`src/rtl/tsf_pkg.sv`:
```
package tsf_pkg;
  localparam int COORD_W  = 10;
  localparam int WORD_W   = 32;
  localparam int REG_AW   = 8;

  // packed word field placement (software decodes these positions)
  localparam int PEN_BIT  = 31;
  localparam int X_LSB    = 16;
  localparam int Y_LSB    = 0;

  localparam logic [REG_AW-1:0] OFS_STATUS = 8'h00;
  localparam logic [REG_AW-1:0] OFS_CTRL   = 8'h08;
  localparam logic [REG_AW-1:0] OFS_DATA   = 8'h0C;

  localparam int ST_OVR_BIT    = 8;
  localparam int ST_EMPTY_BIT  = 7;
  localparam int CTRL_IRQ4_BIT = 11;
  localparam logic [WORD_W-1:0] CTRL_MASK = WORD_W'(1) << CTRL_IRQ4_BIT;

  typedef struct packed {
    logic               pen_up;
    logic [COORD_W-1:0] x;
    logic [COORD_W-1:0] y;
  } sample_t;

  function automatic logic [WORD_W-1:0] pack_word(sample_t s);
    logic [WORD_W-1:0] w;
    w = '0;
    w[PEN_BIT]            = s.pen_up;
    w[X_LSB +: COORD_W]   = s.x;
    w[Y_LSB +: COORD_W]   = s.y;
    return w;
  endfunction
endpackage

```
`src/rtl/tsf_fifo.sv`:
```
module tsf_fifo
  import tsf_pkg::*;
#(
  parameter int DEPTH = 8
) (
  input  logic                          clk,
  input  logic                          rst_n,
  input  logic                          push_req,
  input  sample_t                       push_data,
  input  logic                          pop_req,
  output sample_t                       head,
  output logic [$clog2(DEPTH+1)-1:0]    fill_cnt,
  output logic                          full,
  output logic                          empty,
  output logic                          overrun
);
  localparam int PTR_W = (DEPTH > 1) ? $clog2(DEPTH) : 1;
  localparam int CNT_W = $clog2(DEPTH + 1);
  localparam logic [PTR_W-1:0] LAST_SLOT = PTR_W'(DEPTH - 1);

  sample_t          mem [DEPTH];
  logic [PTR_W-1:0] wr_ptr, rd_ptr;
  logic [CNT_W-1:0] cnt_q;
  logic             ovr_q;
  logic             accept, drop, pop;

  assign full   = (cnt_q == CNT_W'(DEPTH));
  assign empty  = (cnt_q == '0);
  assign accept = push_req && !full;
  assign drop   = push_req && full;
  assign pop    = pop_req && !empty;

  always_ff @(posedge clk) begin
    if (accept) mem[wr_ptr] <= push_data;
  end

  always_ff @(posedge clk or negedge rst_n) begin
    if (!rst_n) begin
      wr_ptr <= '0;
      rd_ptr <= '0;
    end else begin
      if (accept) wr_ptr <= (wr_ptr == LAST_SLOT) ? '0 : wr_ptr + 1'b1;
      if (pop)    rd_ptr <= (rd_ptr == LAST_SLOT) ? '0 : rd_ptr + 1'b1;
    end
  end

  always_ff @(posedge clk or negedge rst_n) begin
    if (!rst_n) begin
      cnt_q <= '0;
    end else begin
      unique case ({accept, pop})
        2'b10:   cnt_q <= cnt_q + 1'b1;
        2'b01:   cnt_q <= cnt_q - 1'b1;
        default: cnt_q <= cnt_q;
      endcase
    end
  end

  // sticky overrun, released only by the pop that empties the queue
  always_ff @(posedge clk or negedge rst_n) begin
    if (!rst_n) begin
      ovr_q <= 1'b0;
    end else if (drop) begin
      ovr_q <= 1'b1;
    end else if (pop && !accept && cnt_q == CNT_W'(1)) begin
      ovr_q <= 1'b0;
    end
  end

  assign head     = mem[rd_ptr];
  assign fill_cnt = cnt_q;
  assign overrun  = ovr_q;
endmodule

```
`src/rtl/tsf_ctrl.sv`:
```
module tsf_ctrl
  import tsf_pkg::*;
(
  input  logic               clk,
  input  logic               rst_n,
  input  logic               wr_en,
  input  logic [REG_AW-1:0]  wr_addr,
  input  logic [WORD_W-1:0]  wr_data,
  output logic [WORD_W-1:0]  ctrl_word,
  output logic               irq4_en
);
  logic [WORD_W-1:0] ctrl_q;

  always_ff @(posedge clk or negedge rst_n) begin
    if (!rst_n) begin
      ctrl_q <= '0;
    end else if (wr_en && wr_addr == OFS_CTRL) begin
      ctrl_q <= wr_data & CTRL_MASK;
    end
  end

  assign ctrl_word = ctrl_q;
  assign irq4_en   = ctrl_q[CTRL_IRQ4_BIT];
endmodule

```
`src/rtl/tsf_rdport.sv`:
```
module tsf_rdport
  import tsf_pkg::*;
(
  input  logic               clk,
  input  logic               rst_n,
  input  logic               rd_en,
  input  logic [REG_AW-1:0]  rd_addr,
  input  logic               q_empty,
  input  logic               q_overrun,
  input  sample_t            q_head,
  input  logic [WORD_W-1:0]  ctrl_word,
  output logic               pop_req,
  output logic [WORD_W-1:0]  rd_data
);
  logic [WORD_W-1:0] status_w, data_w, next_w;

  always_comb begin
    status_w = '0;
    status_w[ST_OVR_BIT]   = q_overrun;
    status_w[ST_EMPTY_BIT] = q_empty;
  end

  assign data_w  = q_empty ? '0 : pack_word(q_head);
  assign pop_req = rd_en && (rd_addr == OFS_DATA);

  always_comb begin
    unique case (rd_addr)
      OFS_STATUS: next_w = status_w;
      OFS_CTRL:   next_w = ctrl_word;
      OFS_DATA:   next_w = data_w;
      default:    next_w = '0;
    endcase
  end

  always_ff @(posedge clk or negedge rst_n) begin
    if (!rst_n)     rd_data <= '0;
    else if (rd_en) rd_data <= next_w;
  end
endmodule

```
`src/rtl/touch_fifo.sv`:
```
module touch_fifo
  import tsf_pkg::*;
#(
  parameter int DEPTH     = 8,
  parameter int IRQ_LEVEL = 4
) (
  input  logic               clk,
  input  logic               rst_n,
  input  logic               smp_valid,
  output logic               smp_ready,
  input  logic               smp_pen_up,
  input  logic [COORD_W-1:0] smp_x,
  input  logic [COORD_W-1:0] smp_y,
  input  logic               reg_wr_en,
  input  logic [REG_AW-1:0]  reg_wr_addr,
  input  logic [WORD_W-1:0]  reg_wr_data,
  input  logic               reg_rd_en,
  input  logic [REG_AW-1:0]  reg_rd_addr,
  output logic [WORD_W-1:0]  reg_rd_data,
  output logic               irq
);
  localparam int CNT_W = $clog2(DEPTH + 1);

  sample_t           in_smp, head_smp;
  logic [CNT_W-1:0]  fill_cnt;
  logic              q_full, q_empty, ovr_flag, pop_req, irq4_en;
  logic [WORD_W-1:0] ctrl_word;

  assign in_smp = '{pen_up: smp_pen_up, x: smp_x, y: smp_y};

  tsf_fifo #(.DEPTH(DEPTH)) u_fifo (
    .clk      (clk),
    .rst_n    (rst_n),
    .push_req (smp_valid),
    .push_data(in_smp),
    .pop_req  (pop_req),
    .head     (head_smp),
    .fill_cnt (fill_cnt),
    .full     (q_full),
    .empty    (q_empty),
    .overrun  (ovr_flag)
  );

  tsf_ctrl u_ctrl (
    .clk      (clk),
    .rst_n    (rst_n),
    .wr_en    (reg_wr_en),
    .wr_addr  (reg_wr_addr),
    .wr_data  (reg_wr_data),
    .ctrl_word(ctrl_word),
    .irq4_en  (irq4_en)
  );

  tsf_rdport u_rd (
    .clk      (clk),
    .rst_n    (rst_n),
    .rd_en    (reg_rd_en),
    .rd_addr  (reg_rd_addr),
    .q_empty  (q_empty),
    .q_overrun(ovr_flag),
    .q_head   (head_smp),
    .ctrl_word(ctrl_word),
    .pop_req  (pop_req),
    .rd_data  (reg_rd_data)
  );

  assign smp_ready = !q_full;
  assign irq       = irq4_en && (fill_cnt >= CNT_W'(IRQ_LEVEL));
endmodule

```
`config.mk`:
```
export PLATFORM = sky130hd
export DESIGN_NAME = touch_fifo
export DESIGN_NICKNAME = d
export VERILOG_FILES = /design/src/rtl/tsf_pkg.sv /design/src/rtl/tsf_fifo.sv /design/src/rtl/tsf_ctrl.sv /design/src/rtl/tsf_rdport.sv /design/src/rtl/touch_fifo.sv
export SDC_FILE = /design/constraint.sdc
export NUM_CORES = 1
export LEC_CHECK = 0
export BUFFER_PORTS_ARGS = -buffer_cell sky130_fd_sc_hd__buf_2
export CAP_MARGIN = 0
export CORE_MARGIN = 2
export CORE_UTILIZATION = 60
export DETAILED_ROUTE_END_ITERATION = 7
export GPL_ROUTABILITY_DRIVEN = 0
export PLACE_DENSITY = 0.81
export SLEW_MARGIN = 20
export SYNTH_ARGS = -nofsm -noshare
export SYNTH_HDL_FRONTEND = slang
export SYNTH_SLANG_ARGS = --single-unit
```
`constraint.sdc`:
```
create_clock -name clk -period 10.9 [get_ports clk]
set_clock_uncertainty 0.15 [all_clocks]
set_input_delay 2.18 -clock clk [delete_from_list [all_inputs] [get_ports clk]]
set_output_delay 2.18 -clock clk [all_outputs]
set_load 0.02 [all_outputs]
```
## Yosys cells after proc, flatten, opt, wreduce, memory -nomap -nowiden

Memories as Yosys holds them, arrays and structs flattened.
Cells that the tools add are included.

- Mux-type cells: 9
- Shift operators: 0
- Equality and inequality tests: 9
- Add/sub/neg operators: 4
- Reductions and logical operators: 15
- $lt $le $gt $ge: 1
- Bitwise gates (word level): 0
- $mul: 0
- Div/mod/pow operators: 0

Operators with widths:

| operator | number |
|---|---|
| $pmux 32 s3 | 1 |
| $mux 32 | 1 |
| $eq 8x4->1 const B | 3 |
| $logic_and 1x1->1 | 8 |
| $logic_not 8->1 | 1 |
| $pmux 4 s2 | 1 |
| $add 3x1->3 const B | 2 |
| $eq 3x3->1 const B | 2 |
| $mux 3 | 2 |
| $add 4x1->4 const B | 1 |
| $eq 4x1->1 const B | 1 |
| $eq 4x4->1 const B | 1 |
| $ge 4x3->1 const B | 1 |
| $logic_not 4->1 | 1 |
| $mux 1 | 4 |
| $reduce_bool 2->1 | 2 |
| $sub 4x1->4 const B | 1 |
| $logic_not 1->1 | 3 |
| $eq 2x1->1 const B | 1 |
| $eq 2x2->1 const B | 1 |

- Memories: 1
- ROM bits: 0
- RAM bits: 168
- Register bits after elaboration: 44
- Latch bits: 0
- Input port bits: 74
- Output and inout bits: 34

Memory list:

| name | depth | width | read ports | clocked after memory_dff | write ports | line | text |
|---|---|---|---|---|---|---|---|
| u_fifo.mem | 8 | 21 | 1 | 0 | 1 | tsf_fifo.sv:21 | `sample_t mem [DEPTH];` |

## Logic depth before layout (Yosys ltp)

- Depth after elaboration: 8
- Gate-level depth with buffers: 10

## Modules after synthesis

A second synthesis with hierarchy kept.

- Cell total of the unflattened synthesis: 499
- Area total of the unflattened synthesis: 9061.2 µm²

By module, submodules not included:

| module | area each (µm²) | instances | cells each |
|---|---|---|---|
| tsf_fifo | 7101.8 | 1 | 304 |
| tsf_rdport | 1639.1 | 1 | 155 |
| tsf_ctrl | 309.0 | 1 | 38 |
| touch_fifo | 11.3 | 1 | 2 |

## Least setup slack after synthesis

OpenSTA, ideal clock, no wires.

- Kind: input -> register
- From: input smp_valid
- To: memory u_fifo.mem[0][0] (netlist bit), enable pin
- Path slack: 5.892 ns
- Stages: 2
- Library setup time: 0.453 ns
- Arrival time: 4.406 ns
- Data required time: 10.297 ns
- Path buffers: 0
- Path through: nand2_1 > nor4_1

- Longest elaborated chain between the ends: 3

Ends and longest elaborated chain:

| item | line | text |
|---|---|---|
| from (decl) | touch_fifo.sv:9 | `input logic smp_valid,` |
| $logic_and 1x1->1 | tsf_fifo.sv:29 | `assign accept = push_req && !full;` |
| $mux 1 | tsf_fifo.sv:34 | `if (accept) mem[wr_ptr] <= push_data;` |
| $mux 1 (not written as such) | tsf_fifo.sv:34 |  |
| to (decl) | tsf_fifo.sv:21 |  |

Every way passes these cells.

## Worst setup path in the final report

- From: input reg_rd_addr[5]
- To: register u_fifo.cnt_q[2] (netlist: u_fifo.fill_cnt[2])

- Longest elaborated chain between the ends: 5

Ends and longest elaborated chain:

| item | line | text |
|---|---|---|
| from (decl) | touch_fifo.sv:18 | `input logic [REG_AW-1:0] reg_rd_addr,` |
| $eq 8x4->1 * | tsf_rdport.sv:24 | `assign pop_req = rd_en && (rd_addr == OFS_DATA);` |
| $logic_and 1x1->1 * | tsf_rdport.sv:24 |  |
| $logic_and 1x1->1 * | tsf_fifo.sv:31 | `assign pop = pop_req && !empty;` |
| named net u_fifo.pop | tsf_fifo.sv:25 | `logic accept, drop, pop;` |
| $eq 2x1->1 or $eq 2x2->1 (tied branches) | tsf_fifo.sv:51 | `unique case ({accept, pop})` |
| $pmux 4 s2 or $reduce_bool 2->1 (tied branches) | - |  |
| to (signal assigned) | tsf_fifo.sv:52 | `2'b10: cnt_q <= cnt_q + 1'b1;` |
| to (signal assigned) | tsf_fifo.sv:53 | `2'b01: cnt_q <= cnt_q - 1'b1;` |
| to (signal assigned) | tsf_fifo.sv:54 | `default: cnt_q <= cnt_q;` |
| to (decl) | tsf_fifo.sv:23 | `logic [CNT_W-1:0] cnt_q;` |

The timed path passes the listed nets; every way through them passes the cells marked *.
A chain may end at the register's enable or synchronous reset.

==> results.cfg <==
[synthesis]
synthFlopType = edfxtp_1
yosys.area_share.adder_pct = 1.263
synthCells = 403
ys_top_cells_by_count = 168 x edfxtp_1, 42 x mux4_2, 34 x dfrtp_1, 25 x inv_1, 22 x mux2i_1
synthMostInstantiatedCell = edfxtp_1
synth_top_area_cell = edfxtp_1
yosysTopAreaCellShare_pct = 63.67
synth_edf_count = 168
synth-simple-area-share_pct = 3.000
synth-seq-cells = 202
yosysSeqAreaShare_pct = 74.40
synthXorXnorAreaFrac_pct = 0.4421
synth_top_family_by_area = multiplexers
synth-compound-area-share_pct = 2.069
synthTopCellsByArea = edfxtp_1 64%, mux4_2 12%, dfrtp_1 11%
netlist_area_sq_mm = 0.007924
async_reset_ff_share_pct = 16.83
synthMuxAreaShare_pct = 15.57
synth_cell_types = 35
synth.avg_cell_area_sq_um = 19.66
yosysWarnings = 0

[worst_setup_path]
reg2reg_to = u_fifo.mem[2][2]
cp.required_ns = 11.11
critPathKind = in2reg
critPathLaunchType = input port
ff2ff_path_depth = 6
worst-path-max-fanout = 25
cp-end-kind = flip-flop
cp.arrival_ns = 4.43
r2r_slack_ns = 7.93
r2r_start = u_fifo.fill_cnt[0]

[timing]
slew_headroom_pct = 33.30
rsz0062_at_grt = false
finalSetupTns_ns = 0
period_share_pct = 38.70
worst_slack_ns = 6.682
setup_violations = 0
max_freq_ghz = 0.2371
finalHoldViolations = 0
slew_viol_final = 0
min_period_ns = 4.218
worstMarginPinSlew_ns = 0.9951

[worst_hold_path]
hold_path_end = u_fifo.overrun
min_path_type = reg2reg
hp-start = u_fifo.overrun
worstHoldPathCells = 2

[cts]
clock_path_buffers = 3
clkSinkCount = 202
htree_num_levels = 1
cts_setup_buffers = 0
cts_resized = 0
numCtsBuffers = 20
clk_pin_slew_ns = 0.06
hold_buffers = 0
cts_tree = built
cts_root_buffer = clkbuf_16
clock_latency_ns = 0.48

[power_and_ir_drop]
power.total_mw = 1.890
power_frac_comb_pct = 12.3
switching_power_mw = 0.4498
seq_power_share_pct = 52.8
power_density_mw_per_mm2 = 207.4
swShare_pct = 23.80
p_int_mw = 1.440
clkPwrFrac_pct = 34.9
leakagePower_nw = 3.200
ir_drop_v = 0.0001428

[run_status]
status = completed

[final_layout]
seq_area_sq_mm = 0.005897
final_net_count = 566
drive_gt1_share_pct = 33.33
fillers = 748
multiInputGateArea_sq_mm = 0.001842
areaGrowthSynthToFinish_pct = 14.97
num_antenna_cells = 0

[detailed_routing]
firstDrtPassIters = 4
totalWireLength_um = 14900
ant_nets = 0
dr.first_iter.drc_count = 323
vias_per_cell = 5.930
drc = 0
wl_per_cell_um = 22.24
vias = 3973

[die]
die_w_um = 118.9
dieArea_sq_mm = 0.01414
ioPinCount = 108
core_area_sq_mm = 0.01277
initial_core_util_pct = 62.03
fp-row-count = 41
die_height_um = 118.9

[global_routing]
antenna_found_initial = 0
grt_overflow = 0
grt_pass1_vias = 4124
grt_max_degree = 45
grtUsageTotal_pct = 21.75
grt_pass1_wl_um = 22980

[placed_design]
io_buffers = 66
pre_cts_ws_ns = 6.212
dp_hpwl_um = 8245

[run]
maxCapViolations = 0
==> per-layer routing <==
metal	vias up	wire (um)	GRT usage (%)	part of all wire, %
met4	0	381	8.110	2.6
li1	1744	-	-	-
met3	35	1001	3.352	6.7
met5	-	0	0	0
met2	162	7828	37.82	53
met1	2032	5688	27.99	38
==> registers in the layout, summed over array words and instances (netlist names) <==
register	cells
u_rd.rd_data	22
u_fifo.overrun	1
u_fifo.wr_ptr	3
u_fifo.rd_ptr	3
u_fifo.fill_cnt	4
u_ctrl.ctrl_word	1
u_fifo.mem	168
==> worst max-delay path, cell delays in order <==
cell and delay, ns:
buf_2 0.10, or4_4 0.54, nor3_4 0.23, nand4_4 0.48
inv_1 0.20, ha_1 0.30, mux2i_1 0.21, nor2_1 0.06
xor2_1 0.14
==> worst max-delay path by stage <==
stage	start	endpoint	cells past startpoint	slack [ns]
after floorplan	smp_valid	u_fifo.mem[0][0]	2	5.89
after global placement	reg_rd_addr[5]	u_fifo.fill_cnt[2]	9	6.30
after detailed placement	reg_rd_addr[5]	u_fifo.fill_cnt[2]	9	6.21
after CTS	reg_rd_addr[5]	u_fifo.fill_cnt[2]	9	6.67
after global routing	reg_rd_addr[5]	u_fifo.fill_cnt[2]	9	6.52
final	reg_rd_addr[5]	u_fifo.fill_cnt[2]	9	6.68
==> through the flow <==
step	std cells	hold WS [ns]	util [%]	cell area, sq um
floorplan	412	0.2987	-	7958
global placement	634	0.3284	66.29	8468
detailed placement	634	0.3361	66.29	8468
CTS	670	0.3507	71.32	9110
global route	670	0.3609	71.32	9110
finish	670	0.3467	71.32	9110
==> area by class of cell <==
type / instances / share of cell area (%)
sequential: 202 / 64.73
multi-input combinational: 157 / 20.22
clock buffer: 29 / 6.428
timing repair buffer: 78 / 4.615
tap: 172 / 2.362
inverter: 25 / 1.030
clock inverter: 7 / 0.6180
==> logic make-up after synthesis <==
group,Yosys count
buffers and inverters,53
flip-flops,202
adder cells (fa/ha/maj),8
multiplexers,70
XOR/XNOR,4
other,1
AO/OA/AOI/OAI,26
AND/OR/NAND/NOR,39
==> power by group through the flow <==
stage          clock (mW)  sequential [mW]  combinational [mW]
6_report            0.659            0.999               0.232
5_1_grt             0.704             1.01               0.253
4_1_cts             0.668            0.999               0.233
3_5_place_dp            0             1.01               0.230
3_3_place_gp            0             1.00               0.220
2_1_floorplan           0            0.997               0.153
==> cells in the final DEF, fill, tap and decap left out, types with 6 or more instances in the layout <==
cell	n
buf_4	12
dfrtp_1	33
o22ai_1	19
edfxtp_1	168
clkbuf_16	21
ha_1	8
buf_2	66
conb_1	10
mux4_2	42
mux2i_1	22
inv_1	25
mux2_2	6
No activity file was read; power rests on OpenSTA's default activity.
